==> src/rtl/owire_slot_pkg.sv <==
package owire_slot_pkg;

  typedef enum logic [2:0] {
    ST_IDLE,
    ST_SLOT,
    ST_RECOV,
    ST_RSTWAIT,
    ST_PDELAY,
    ST_PRES
  } slotState_e;

  // strobes from control to datapath
  typedef struct packed {
    logic timerClr;
    logic capTx;
    logic sample;
    logic drvLow;
  } slotStrobe_t;

endpackage

==> src/rtl/owire_slot_dp.sv <==
module owire_slot_dp
  import owire_slot_pkg::*;
#(
  parameter int SYNC_STAGES = 2,
  parameter int TMR_W       = 16,
  parameter int RESET_CYC   = 20000
) (
  input  logic             clk,
  input  logic             rstN,
  input  logic             lineIn,
  input  logic             txBit,
  input  logic             readMode,
  input  slotStrobe_t      strb,
  output logic             fallEdge,
  output logic             lineS,
  output logic [TMR_W-1:0] timer,
  output logic             resetHit,
  output logic             txHold,
  output logic             modeHold,
  output logic             pullDown,
  output logic             rxBit,
  output logic             rxValid
);

  localparam logic [TMR_W-1:0] RESET_LIM = TMR_W'(RESET_CYC);

  logic [SYNC_STAGES-1:0] syncQ;
  logic                   lineD;
  logic [TMR_W-1:0]       lowCnt;

  // synchronizer, idle level high
  always_ff @(posedge clk or negedge rstN) begin
    if (!rstN) begin
      syncQ <= '1;
      lineD <= 1'b1;
    end else begin
      syncQ <= {syncQ[SYNC_STAGES-2:0], lineIn};
      lineD <= syncQ[SYNC_STAGES-1];
    end
  end

  assign lineS    = syncQ[SYNC_STAGES-1];
  assign fallEdge = lineD & ~lineS;

  // slot timer: cleared by control, saturating
  always_ff @(posedge clk or negedge rstN) begin
    if (!rstN) begin
      timer <= '0;
    end else if (strb.timerClr) begin
      timer <= '0;
    end else if (timer != '1) begin
      timer <= timer + 1'b1;
    end
  end

  // continuous-low length for reset classification
  always_ff @(posedge clk or negedge rstN) begin
    if (!rstN) begin
      lowCnt <= '0;
    end else if (lineS) begin
      lowCnt <= '0;
    end else if (lowCnt != '1) begin
      lowCnt <= lowCnt + 1'b1;
    end
  end

  assign resetHit = (lowCnt >= RESET_LIM);

  // per-slot capture of direction and transmit bit
  always_ff @(posedge clk or negedge rstN) begin
    if (!rstN) begin
      txHold   <= 1'b1;
      modeHold <= 1'b0;
    end else if (strb.capTx) begin
      txHold   <= txBit;
      modeHold <= readMode;
    end
  end

  // outputs
  always_ff @(posedge clk or negedge rstN) begin
    if (!rstN) begin
      rxBit    <= 1'b0;
      rxValid  <= 1'b0;
      pullDown <= 1'b0;
    end else begin
      rxValid  <= strb.sample;
      pullDown <= strb.drvLow;
      if (strb.sample) begin
        rxBit <= lineS;
      end
    end
  end

endmodule

==> src/rtl/owire_slot_ctrl.sv <==
module owire_slot_ctrl
  import owire_slot_pkg::*;
#(
  parameter int TMR_W      = 16,
  parameter int SAMPLE_CYC = 1500,
  parameter int HOLD_CYC   = 1500,
  parameter int PDELAY_CYC = 1500,
  parameter int PRES_CYC   = 6000,
  parameter int RECOV_CYC  = 250
) (
  input  logic             clk,
  input  logic             rstN,
  input  logic             fallEdge,
  input  logic             lineS,
  input  logic [TMR_W-1:0] timer,
  input  logic             resetHit,
  input  logic             txHold,
  input  logic             modeHold,
  output slotStrobe_t      strb,
  output slotState_e       stateOut
);

  localparam logic [TMR_W-1:0] SAMPLE_LIM = TMR_W'(SAMPLE_CYC);
  localparam logic [TMR_W-1:0] HOLD_LIM   = TMR_W'(HOLD_CYC);
  localparam logic [TMR_W-1:0] PDELAY_LIM = TMR_W'(PDELAY_CYC);
  localparam logic [TMR_W-1:0] PRES_LIM   = TMR_W'(PRES_CYC);
  localparam logic [TMR_W-1:0] RECOV_LIM  = TMR_W'(RECOV_CYC);

  slotState_e stateQ, stateNxt;
  logic [TMR_W-1:0] slotEnd;

  assign slotEnd = modeHold ? HOLD_LIM : SAMPLE_LIM;

  always_comb begin
    stateNxt = stateQ;
    strb     = '0;
    if (resetHit && stateQ != ST_RSTWAIT) begin
      stateNxt = ST_RSTWAIT;
    end else begin
      unique case (stateQ)
        ST_IDLE: begin
          if (fallEdge) begin
            stateNxt      = ST_SLOT;
            strb.timerClr = 1'b1;
            strb.capTx    = 1'b1;
          end
        end
        ST_SLOT: begin
          if (timer == slotEnd) begin
            stateNxt      = ST_RECOV;
            strb.timerClr = 1'b1;
            strb.sample   = ~modeHold;
          end
        end
        ST_RECOV: begin
          if (!lineS) begin
            strb.timerClr = 1'b1;
          end else if (timer >= RECOV_LIM) begin
            stateNxt = ST_IDLE;
          end
        end
        ST_RSTWAIT: begin
          if (lineS) begin
            stateNxt      = ST_PDELAY;
            strb.timerClr = 1'b1;
          end
        end
        ST_PDELAY: begin
          if (timer == PDELAY_LIM) begin
            stateNxt      = ST_PRES;
            strb.timerClr = 1'b1;
          end
        end
        ST_PRES: begin
          if (timer == PRES_LIM) begin
            stateNxt      = ST_RECOV;
            strb.timerClr = 1'b1;
          end
        end
        default: stateNxt = ST_IDLE;
      endcase
    end
    strb.drvLow = (stateQ == ST_SLOT && stateNxt == ST_SLOT && modeHold && !txHold)
                || (stateNxt == ST_PRES);
  end

  always_ff @(posedge clk or negedge rstN) begin
    if (!rstN) begin
      stateQ <= ST_IDLE;
    end else begin
      stateQ <= stateNxt;
    end
  end

  assign stateOut = stateQ;

endmodule

==> src/rtl/owire_slot_resp.sv <==
module owire_slot_resp
  import owire_slot_pkg::*;
#(
  parameter int SYNC_STAGES = 2,
  parameter int SAMPLE_CYC  = 1500,
  parameter int HOLD_CYC    = 1500,
  parameter int RESET_CYC   = 20000,
  parameter int PDELAY_CYC  = 1500,
  parameter int PRES_CYC    = 6000,
  parameter int RECOV_CYC   = 250
) (
  input  logic clk,
  input  logic rstN,
  input  logic lineIn,
  output logic pullDown,
  input  logic txBit,
  input  logic readMode,
  output logic rxBit,
  output logic rxValid
);

  localparam int MAX_A   = (SAMPLE_CYC > HOLD_CYC) ? SAMPLE_CYC : HOLD_CYC;
  localparam int MAX_B   = (RESET_CYC > PRES_CYC) ? RESET_CYC : PRES_CYC;
  localparam int MAX_C   = (PDELAY_CYC > RECOV_CYC) ? PDELAY_CYC : RECOV_CYC;
  localparam int MAX_AB  = (MAX_A > MAX_B) ? MAX_A : MAX_B;
  localparam int MAX_ALL = (MAX_AB > MAX_C) ? MAX_AB : MAX_C;
  localparam int TMR_W   = $clog2(MAX_ALL + 2);

  slotStrobe_t      strb;
  slotState_e       stateQ;
  logic             fallEdge, lineS, resetHit, txHold, modeHold;
  logic [TMR_W-1:0] timer;

  owire_slot_ctrl #(
    .TMR_W(TMR_W), .SAMPLE_CYC(SAMPLE_CYC), .HOLD_CYC(HOLD_CYC),
    .PDELAY_CYC(PDELAY_CYC), .PRES_CYC(PRES_CYC), .RECOV_CYC(RECOV_CYC)
  ) ctrl_i (
    .clk(clk), .rstN(rstN), .fallEdge(fallEdge), .lineS(lineS), .timer(timer),
    .resetHit(resetHit), .txHold(txHold), .modeHold(modeHold),
    .strb(strb), .stateOut(stateQ)
  );

  owire_slot_dp #(
    .SYNC_STAGES(SYNC_STAGES), .TMR_W(TMR_W), .RESET_CYC(RESET_CYC)
  ) dp_i (
    .clk(clk), .rstN(rstN), .lineIn(lineIn), .txBit(txBit), .readMode(readMode),
    .strb(strb), .fallEdge(fallEdge), .lineS(lineS), .timer(timer),
    .resetHit(resetHit), .txHold(txHold), .modeHold(modeHold),
    .pullDown(pullDown), .rxBit(rxBit), .rxValid(rxValid)
  );

endmodule

==> config.mk <==
export PLATFORM = sky130hd
export DESIGN_NAME = owire_slot_resp
export DESIGN_NICKNAME = d
export VERILOG_FILES = /design/src/rtl/owire_slot_pkg.sv /design/src/rtl/owire_slot_dp.sv /design/src/rtl/owire_slot_ctrl.sv /design/src/rtl/owire_slot_resp.sv
export SDC_FILE = /design/constraint.sdc
export NUM_CORES = 1
export LEC_CHECK = 0
export BUFFER_PORTS_ARGS = -buffer_cell sky130_fd_sc_hd__buf_2
export CORE_MARGIN = 4
export CORE_UTILIZATION = 49
export DETAILED_ROUTE_END_ITERATION = 10
export PLACE_DENSITY = 0.68
export SLEW_MARGIN = 20
export SYNTH_ARGS = -nofsm -noshare
export SYNTH_HDL_FRONTEND = slang
export SYNTH_SLANG_ARGS = --single-unit
==> constraint.sdc <==
create_clock -name clk -period 2.1 [get_ports clk]
set_input_delay 0.21 -clock clk [delete_from_list [all_inputs] [get_ports clk]]
set_output_delay 0.21 -clock clk [all_outputs]
set_load 0.05 [all_outputs]
==> flow_metrics.py, run 1 <==
metrics = {
    "hold_path": {
        "hold-path-endpoint": "dp_i.txHold$_DFFE_PN1P_",
        "holdPathStages": 2,
        "holdCritStartpoint": "txBit",
        "hold_class": "in2reg",
    },
    "sta": {
        "hold_viol_final": 0,
        "finalMaxSlewViolations": 0,
        "fmax_mhz": 491,
        "fin_worst_skew_ps": 11.7,
        "rsz0062_at_grt": "yes",
        "period_needed_ps": 2040,
        "timing.slew.headroom_pct": 62.1,
        "worst_pin_slew_ps": 564,
        "period_share_pct": 97.0,
        "setup_viol": 0,
    },
    "placement": {
        "dp_hpwl_um": 3420,
        "gp_congestion": 0.916,
        "dpl_cell_area_sq_mm": 0.00251,
        "place_inst": 310,
        "portBuffers": 7,
    },
    "yosys": {
        "synth.avg_cell_area_sq_um": 9.46,
        "ys_warn_count": 0,
        "synth_top_family_by_area": "simple AND/OR/NAND/NOR gates",
        "synthFlopType": "dfrtp_1",
        "synth_top_area_share_pct": 39.6,
        "yosys.area.top_type": "dfrtp_1",
        "synth_xor_area_share_pct": 7.87,
        "yosys-top-cells-area": "dfrtp_1, nor2_1, dfstp_2, xor2_1, xnor2_1",
        "synth_area_sq_mm": 0.00234,
        "muxShareOfSynthArea_pct": 2.36,
        "syn_nets": 257,
        "synth-compound-area-share_pct": 11.2,
        "synth_seq_cells": 41,
        "ys_seq_area_share_pct": 44.1,
        "synthSimpleGateAreaFrac_pct": 27.5,
        "synth_edf_count": 0,
        "synthesis.instances": 247,
        "synth.distinct_cells": 48,
        "synthArstFlopShare_pct": 100,
        "synthAdderAreaFrac_pct": 2.68,
    },
    "clock_tree": {
        "cts_buffers": 5,
        "cts.htree.levels": 2,
        "post-cts-setup-buffer-count": 0,
        "cts_tree": "yes",
        "insertion_delay_ps": 290,
        "cts.clk_slew.worst_paths_ps": 90,
        "cts_sinks": 41,
        "cts_root_buffer": "clkbuf_8",
        "cts_buffer_depth": 2,
    },
    "cells_and_area": {
        "final_nets": 277,
        "final_area_sq_mm": 0.00269,
        "drive_gt1_share_pct": 20.5,
        "syn2layout_area_growth_pct": 15.1,
        "instances_no_fill": 320,
        "n_antenna_cell": 0,
    },
    "grt": {
        "grt_pass1_vias": 1736,
        "grt_max_degree": 20,
        "grt_antenna_before_repair": 0,
        "gr-total-overflow": 0,
        "grt_use_total_pct": 16.9,
        "grt_pass1_wl_um": 8260,
    },
    "worst_setup_path": {
        "cp-end-kind": "register",
        "r2r_setup_slack_ps": 60,
        "r2r-end": "dp_i.timer[7]$_DFFE_PN0P_",
        "worstReg2RegStart": "dp_i.timer[5]$_DFFE_PN0P_",
        "rr_worst_depth": 6,
        "start_kind": "register",
        "worstPathArrival_ps": 2210,
        "worstPathRequired_ps": 2270,
        "path_class": "reg2reg",
        "worstPathMaxFanout": 15,
    },
    "pwr": {
        "vdd_drop_max_uv": 353,
        "total_power_mw": 2.17,
        "power.leakage_nw": 1.13,
        "power.density_cell_area_mw_per_mm2": 808,
    },
    "run_status": {
        "status": "finished, final reports clean",
    },
    "detailed_routing": {
        "drtIter0Drc": 156,
        "drt_wl_total_um": 4750,
        "drc_errors": 0,
        "routed_via_density": 5.75,
        "drt-pass1-iter-count": 4,
        "wl_per_cell_um": 14.8,
        "num_vias": 1839,
        "antenna_left": 0,
    },
    "floorplanning": {
        "die_h_um": 77.0,
        "start_util_pct": 52.2,
        "row_count": 24,
        "core-area_sq_mm": 0.00447,
        "io_pins": 8,
        "die_area_sq_mm": 0.00594,
        "die_w_um": 77.0,
    },
    "flow_run": {
        "cap_violations": 0,
    },
}
## worst max-delay path by stage
stage | from | slack, ps | end
after floorplan | dp_i.timer[9]$_DFFE_PN0P_ | 70 | dp_i.timer[9]$_DFFE_PN0P_
after global placement | dp_i.timer[13]$_DFFE_PN0P_ | 110 | dp_i.rxBit$_DFFE_PN0P_
after detailed placement | dp_i.timer[0]$_DFFE_PN0P_ | 70 | dp_i.rxBit$_DFFE_PN0P_
after CTS | dp_i.timer[0]$_DFFE_PN0P_ | 60 | dp_i.rxBit$_DFFE_PN0P_
after global routing | dp_i.timer[13]$_DFFE_PN0P_ | -50 | dp_i.timer[7]$_DFFE_PN0P_
final | dp_i.timer[5]$_DFFE_PN0P_ | 60 | dp_i.timer[7]$_DFFE_PN0P_
## layout make-up
type | instances | area, sq um
clock inverter | 3 | 68.8
timing repair buffer | 27 | 203
sequential | 41 | 1030
fill | 373 | 1790
multi-input combinational | 184 | 1220
clock buffer | 5 | 68.8
inverter | 8 | 30.0
tap | 52 | 65.1
## metrics by stage
stage / utilization [%] / setup TNS [ps] / hold WS [ps] / setup WS (ps)
final: 60.1 / 0 / 145 / 62.2
after global routing: 60.1 / -430 / 132 / -53.0
after CTS: 59.5 / 0 / 1.31 / 62.4
after detailed placement: 56.2 / 0 / 121 / 74.7
after global placement: 56.2 / 0 / 113 / 107
after floorplan: - / 0 / -85.6 / 71.5
## timing repair
| action | 4_1_cts | 5_1_grt |
|---|---|---|
| endpoints found under the setup margin | 0 | 20 |
| hold buffers | 1 | 1 |
| hold endpoints to repair | 10 | 1 |
| resized for setup | 0 | 3 |
## where the power goes
group          leakage [nW]  internal [mW]  switching [mW]  total [mW]
clock network        0.0687          0.479           0.284       0.762
logic                 0.519          0.192           0.217       0.409
registers             0.539          0.897           0.104        1.00
## state kept, by name (all words and copies together) (netlist names)
name and count:
ctrl_i.stateOut 3, dp_i.lineD 1, dp_i.lowCnt 15, dp_i.modeHold 1, dp_i.pullDown 1, dp_i.rxBit 1
dp_i.rxValid 1, dp_i.syncQ 2, dp_i.timer 15, dp_i.txHold 1
## worst max-delay path, stage by stage, from the launching register on
cell      delay, ps
dfrtp_1         390
or4b_4          550
nor4_4          260
a32oi_2         140
a221oi_4        330
buf_12          180
nor3_1           70
## cells in the mapped netlist, types with 2 or more instances
library cell	n
dfrtp_1	37
nor2_1	35
nand2_1	17
xor2_1	12
clkbuf_1	11
nand3_1	10
nor3_1	10
xnor2_1	9
a21oi_1	8
inv_1	8
and3_1	6
o21ai_0	6
a31oi_1	5
ha_1	5
nand4_1	5
nor3b_1	5
nor4_1	5
dfstp_2	4
mux2_2	4
a211oi_1	3
and2_1	3
and4_1	3
nand2b_1	3
o211ai_1	3
buf_6	2
nand4b_1	2
nor2_2	2
nor2b_1	2
o2111ai_1	2
o21bai_1	2
## kinds of logic after synthesis
logic type | Yosys count
flops | 41
compound gates | 35
xor+xnor | 21
mux | 5
fa+ha+maj | 5
simple gates | 118
buf+inv | 22
## layer usage
layer / wire length [um] / part of all wire (%) / global-route usage, % / up-vias
li1: - / - / - / 910
met1: 2330 / 49 / 24.6 / 898
met2: 2270 / 48 / 26.7 / 29
met3: 135 / 2.8 / 2.46 / 2
met4: 19 / 0.40 / 3.74 / 0
met5: 0 / 0 / 0 / -
## layout by cell type, fill, tap and decap left out, drive strengths merged, types with 3 or more instances in the layout
| cell type | instances |
|---|---|
| buf | 25 |
| nand2 | 17 |
| nand4 | 5 |
| dfrtp | 37 |
| and2 | 3 |
| dfstp | 4 |
| and3 | 6 |
| ha | 5 |
| a21oi | 8 |
| and4 | 4 |
| nor3b | 5 |
| xnor2 | 9 |
| a211oi | 3 |
| mux2 | 4 |
| nor2 | 37 |
| xor2 | 12 |
| o21ai | 6 |
| nand3 | 10 |
| a31oi | 5 |
| nand2b | 3 |
| clkbuf | 5 |
| inv | 9 |
| nor3 | 10 |
| nor4 | 6 |
| o211ai | 3 |
No activity file was read; power rests on OpenSTA's default activity.
==> run 2: changes to the inputs <==
BUFFER_PORTS_ARGS = -buffer_cell sky130_fd_sc_hd__buf_4   (was -buffer_cell sky130_fd_sc_hd__buf_2)
CORE_ASPECT_RATIO = 1.5   (was not set)
==> run 2 against run 1 <==
  * Wire length decreased by 2.1%
  * Power decreased by 4.0%
  * Utilization decreased by 0.91 points
  * Clock power decreased by 14%
  * Count of clock-buffer cells in the layout increased by 1
  * Worst setup slack improved by 14 ps
  * First-iteration DRC count decreased by 37%
  * Final cell count increased by 4.1%
  * Clock skew decreased by 6.4 ps
  * Sequential share of layout area decreased by 0.30 points
  * Via count increased by 0.44%
  * Largest power group unchanged
==> flow_metrics.py, run 2 (synthesized netlist as in run 1, its figures left out) <==
metrics = {
    "run_status": {
        "status": "finished, final reports clean",
    },
    "placement": {
        "dp_hpwl_um": 3420,
        "portBuffers": 7,
        "gp_congestion": 0.894,
    },
    "pwr": {
        "comb_power_share_pct": 20.7,
        "internal-power_mw": 1.49,
        "p_clk_share_pct": 31.3,
        "seqPwrFrac_pct": 48.0,
        "power.density_cell_area_mw_per_mm2": 770,
        "swShare_pct": 28.6,
        "power_switching_mw": 0.596,
        "total_power_mw": 2.09,
        "power.leakage_nw": 1.12,
        "vdd_drop_max_uv": 623,
    },
    "worst_setup_path": {
        "cp_slowest_stage_delay_ps": 550,
        "worstReg2RegStart": "dp_i.timer[5]$_DFFE_PN0P_",
        "cp-end-kind": "register",
        "start_kind": "register",
        "crit_buf_inv": 1,
        "path_class": "reg2reg",
        "path_cells": "or4b_4 -> nor4_4 -> a32oi_2 -> a221oi_4 -> buf_12 -> nor3_1",
        "worstPathArrival_ps": 2200,
        "crit_slowest_cell": "or4b_4",
        "worstPathRequired_ps": 2280,
        "cp-startpoint": "dp_i.timer[5]$_DFFE_PN0P_",
        "critical_path.top_delay_family": "simple AND/OR/NAND/NOR gates",
        "worstPathMaxFanout": 15,
    },
    "clock_tree": {
        "insertion_delay_ps": 280,
        "cts_buffers": 5,
        "cts_sinks": 41,
        "cts_buffer_depth": 2,
        "cts.clk_slew.worst_paths_ps": 80,
        "cts_root_buffer": "clkbuf_8",
        "cts_tree": "yes",
        "cts.htree.levels": 2,
    },
    "detailed_routing": {
        "drt-pass1-iter-count": 4,
        "drc_errors": 0,
        "highest_layer": "met4",
        "wl_met2_um": 2580,
        "drtIter0Drc": 99,
        "routed_via_density": 5.55,
        "antenna_left": 0,
        "wl_met3_um": 79,
        "drt_wl_total_um": 4650,
        "wl_per_cell_um": 14.0,
        "num_vias": 1847,
        "met1_length_um": 1890,
    },
    "grt": {
        "gr-total-overflow": 0,
        "grt_pass1_vias": 1848,
        "grt_use_total_pct": 17.5,
        "grt_antenna_before_repair": 0,
        "grt_max_degree": 42,
        "grt_pass1_wl_um": 8310,
    },
    "floorplanning": {
        "io_pins": 8,
        "die_w_um": 64.4,
        "start_util_pct": 51.0,
        "die_area_sq_mm": 0.00596,
        "row_count": 30,
        "core-area_sq_mm": 0.00458,
        "die_h_um": 92.6,
    },
    "sta": {
        "period_share_pct": 96.4,
        "fmax_mhz": 494,
        "timing.slew.headroom_pct": 66.2,
        "fin_worst_skew_ps": 5.32,
        "worst_pin_slew_ps": 507,
        "finalMaxSlewViolations": 0,
        "fin_hold_ws_ps": 27.5,
        "hold_viol_final": 0,
        "rsz0062_at_grt": "yes",
        "setup_viol": 0,
        "period_needed_ps": 2020,
    },
    "hold_path": {
        "hold_class": "in2reg",
        "holdCritStartpoint": "lineIn",
    },
    "cells_and_area": {
        "n_antenna_cell": 0,
        "final_nets": 278,
        "syn2layout_area_growth_pct": 16.0,
        "final_cell_mix": "dfrtp_1, nor2_1, buf_4",
        "drive_gt1_share_pct": 21.2,
        "final_common_cell": "dfrtp_1",
    },
    "flow_run": {
        "cap_violations": 0,
    },
}
## run 2: cell count changes in the layout (fill, tap and decap cells not counted)
cell	before	now
buf_4	17	26
a2111oi_0	1	0
a2111oi_2	0	1
dlygate4sd3_1	2	1
bufinv_16	2	1
buf_2	7	0
clkbuf_8	5	6
clkinvlp_4	0	1
nor3_2	1	0
nor3_1	9	10
inv_6	1	0
## run 2: metal layers
| layer | vias up | GRT usage (%) |
|---|---|---|
| met5 | - | 0 |
| met4 | 0 | 8.47 |
| met3 | 8 | 2.43 |
| met2 | 22 | 31.2 |
| met1 | 908 | 20.1 |
| li1 | 909 | - |
## run 2: repair_timing
item | in CTS | in global routing
hold endpoints to repair | 37 | 0
buffers inserted | 0 | 1
hold buffers | 1 | 0
gates resized for setup | 1 | 3
endpoints found under the setup margin | 1 | 20
## run 2: metrics by stage
stage	TNS [ps]	instance area [sq um]	util [%]	setup slack, ps	std cells
final	0	2710	59.2	76.0	333
after global routing	-268	2710	59.2	-41.4	333
after CTS	0	2690	58.7	33.4	332
after detailed placement	-3.53	2550	55.8	-3.53	323
after global placement	0	2550	55.8	24.0	323
after floorplan	0	2340	-	71.5	247
## run 2: path summary, 6_finish.rpt
path                                                  end  slack (ps)  cells after the start
worst min register to register    dp_i.syncQ[1]$_DFF_PN1_         360                      0
worst max register to register  dp_i.timer[7]$_DFFE_PN0P_          80                      6
min in group asynchronous       dp_i.timer[5]$_DFFE_PN0P_         430                      2
worst max-delay path            dp_i.timer[7]$_DFFE_PN0P_          80                      6
worst min-delay path              dp_i.syncQ[0]$_DFF_PN1_          30                      1
max in group asynchronous         dp_i.syncQ[1]$_DFF_PN1_        1290                      2
## run 2: worst reg2reg max path: cells and delay by family (launching register included)
kind,cells,cell delay [ps]
simple gates,3,890
compound gates,2,450
flops,1,390
buf+inv,1,180
## run 2: power by group through the flow
| stage | Sequential [mW] | Clock, mW | Combinational (mW) |
|---|---|---|---|
| after CTS | 1.00 | 0.679 | 0.430 |
| final | 1.00 | 0.653 | 0.432 |
| after global placement | 1.01 | 0 | 0.417 |
| after global routing | 1.02 | 0.710 | 0.487 |
| after floorplan | 1.01 | 0 | 0.272 |
| after detailed placement | 1.02 | 0 | 0.425 |
## run 2: area by class of cell
| class | count | area, sq um |
|---|---|---|
| clock buffer | 6 | 82.6 |
| fill | 417 | 1870 |
| timing repair buffer | 28 | 225 |
| sequential | 41 | 1030 |
| clock inverter | 2 | 37.5 |
| inverter | 8 | 30.0 |
| tap | 64 | 80.1 |
| multi-input combinational | 184 | 1220 |
==> run 3: changes to the inputs <==
BUFFER_PORTS_ARGS = not set   (was -buffer_cell sky130_fd_sc_hd__buf_4)
DONT_BUFFER_PORTS = 1   (was not set)
PLACE_DENSITY = 0.66   (was 0.68)
REMOVE_ABC_BUFFERS = 1   (was not set)
==> run 3 against run 2 <==
  * The flow now finishes with violations (setup timing)
  * Clock power is 23% lower
  * Worst setup slack worse by 110 ps
  * Largest power group unchanged
  * Fmax decreased by 5.1%
  * Critical path type unchanged
  * Critical path depth is the same
==> flow_metrics.py, run 3 (synthesized netlist as in run 1, its figures left out) <==
metrics = {
    "run_status": {
        "status": "complete, but fails checks",
        "violations": "setup timing",
    },
    "grt": {
        "grt_use_total_pct": 17.9,
        "grt_pass1_wl_um": 8450,
        "grt_antenna_before_repair": 0,
        "grt_max_degree": 42,
        "gr-total-overflow": 0,
        "grt_pass1_vias": 1895,
    },
    "cells_and_area": {
        "final_common_cell": "dfrtp_1",
        "nFillCells": 410,
        "drive_gt1_share_pct": 19.2,
        "multiInputGateArea_sq_mm": 0.00123,
        "final_area_sq_mm": 0.00264,
        "regArea_sq_mm": 0.00103,
        "n_antenna_cell": 0,
        "final_nets": 270,
        "syn2layout_area_growth_pct": 12.9,
        "final_cell_mix": "dfrtp_1, nor2_1, nand2_1",
        "instances_no_fill": 325,
    },
    "worst_setup_path": {
        "cp-end-kind": "register",
        "r2r_setup_slack_ps": -30,
        "worstPathRequired_ps": 2280,
        "worstPathArrival_ps": 2310,
        "cp-startpoint": "dp_i.timer[5]$_DFFE_PN0P_",
        "path_class": "reg2reg",
        "r2r-end": "dp_i.timer[12]$_DFFE_PN0P_",
        "worstPathMaxFanout": 15,
        "critPathCapture": "dp_i.timer[12]$_DFFE_PN0P_",
        "start_kind": "register",
        "worstReg2RegStart": "dp_i.timer[5]$_DFFE_PN0P_",
        "rr_worst_depth": 6,
    },
    "clock_tree": {
        "cts_buffers": 5,
        "cts_buffer_depth": 2,
        "cts_sinks": 41,
        "insertion_delay_ps": 290,
        "cts_root_buffer": "clkbuf_8",
        "cts_tree": "yes",
        "cts.clk_slew.worst_paths_ps": 80,
        "post-cts-setup-buffer-count": 0,
        "cts.htree.levels": 2,
    },
    "placement": {
        "place_inst": 314,
        "portBuffers": 0,
        "gp_congestion": 0.927,
        "dpl_cell_area_sq_mm": 0.00249,
        "dp_hpwl_um": 3480,
    },
    "detailed_routing": {
        "drc_errors": 0,
        "routed_via_density": 5.51,
        "antenna_left": 0,
        "drt-pass1-iter-count": 4,
        "drtIter0Drc": 108,
        "num_vias": 1790,
        "drt_wl_total_um": 4800,
        "wl_per_cell_um": 14.8,
    },
    "floorplanning": {
        "core-area_sq_mm": 0.00458,
        "row_count": 30,
        "die_area_sq_mm": 0.00596,
        "die_h_um": 92.6,
        "io_pins": 8,
        "start_util_pct": 51.0,
        "die_w_um": 64.4,
    },
    "flow_run": {
        "cap_violations": 0,
    },
    "sta": {
        "rsz0062_at_grt": "yes",
        "hold_viol_final": 0,
        "fmax_mhz": 469,
        "timing.slew.headroom_pct": 67.0,
        "worst_pin_slew_ps": 491,
        "finalMaxSlewViolations": 0,
        "setup_slack_ps": -31.9,
        "setup_viol": 16,
        "fin_worst_skew_ps": 10.9,
        "period_share_pct": 102,
        "period_needed_ps": 2130,
    },
    "pwr": {
        "power.density_cell_area_mw_per_mm2": 732,
        "total_power_mw": 1.93,
        "vdd_drop_max_uv": 423,
        "power.leakage_nw": 1.08,
    },
    "hold_path": {
        "hold_class": "in2reg",
    },
}
-- run 3: cell type report --
class                      instances  share of cell area (%)
inverter                           8                    1.14
clock buffer                       5                    2.61
multi-input combinational        184                    46.6
tap                               64                    3.04
sequential                        41                    39.1
clock inverter                     3                   0.664
timing repair buffer              20                    6.83
-- run 3: routing by layer --
layer | global-route usage (%) | up-vias | wire length, um
met3 | 3.28 | 16 | 120
li1 | - | 896 | -
met5 | 0 | - | 0
met1 | 19.4 | 837 | 1910
met2 | 32.0 | 41 | 2590
met4 | 9.88 | 0 | 176
-- run 3: worst min-delay path by stage --
stage	start	endpoint	slack, ps	cells after the start
finish	txBit	dp_i.txHold$_DFFE_PN1P_	70	1
global route	readMode	dp_i.modeHold$_DFFE_PN0P_	60	1
CTS	txBit	dp_i.txHold$_DFFE_PN1P_	70	1
detailed placement	rstN	dp_i.timer[0]$_DFFE_PN0P_	-80	0
global placement	rstN	dp_i.timer[3]$_DFFE_PN0P_	-80	0
floorplan	rstN	ctrl_i.stateOut[0]$_DFF_PN0_	-90	0
-- run 3: critical path, stage by stage, from the launching register on --
cell and delay (ps):
dfrtp_1 390, or4b_4 560, nor4_4 400, a32oi_2 140, a221oi_4 290, buf_12 180, nor3_1 60
-- run 3: where the power goes --
group / switching, mW / internal, mW
Combinational: 0.195 / 0.200
Clock: 0.276 / 0.229
Sequential: 0.134 / 0.897
Total: 0.605 / 1.33
-- run 3: what timing repair did --
| action | 4_1_cts | 5_1_grt |
|---|---|---|
| gates cloned | 0 | 0 |
| gates resized for setup | 1 | 5 |
| endpoints found under the hold margin | 42 | 0 |
| pin swaps | 0 | 1 |
| endpoints found under the setup margin | 1 | 20 |
| hold buffers | 3 | 0 |
-- run 3: through the flow --
| step | TNS (ps) | setup slack (ps) | util (%) | hold WS [ps] |
|---|---|---|---|---|
| 2_1_floorplan | 0 | 18.5 | - | -85.6 |
| 3_3_place_gp | -43.9 | -43.9 | 54.3 | -84.2 |
| 3_5_place_dp | 0 | 9.27 | 54.3 | -84.4 |
| 4_1_cts | 0 | 24.6 | 57.1 | 66.5 |
| 5_1_grt | -1850 | -135 | 57.6 | 58.0 |
| 6_report | -308 | -31.9 | 57.6 | 71.9 |
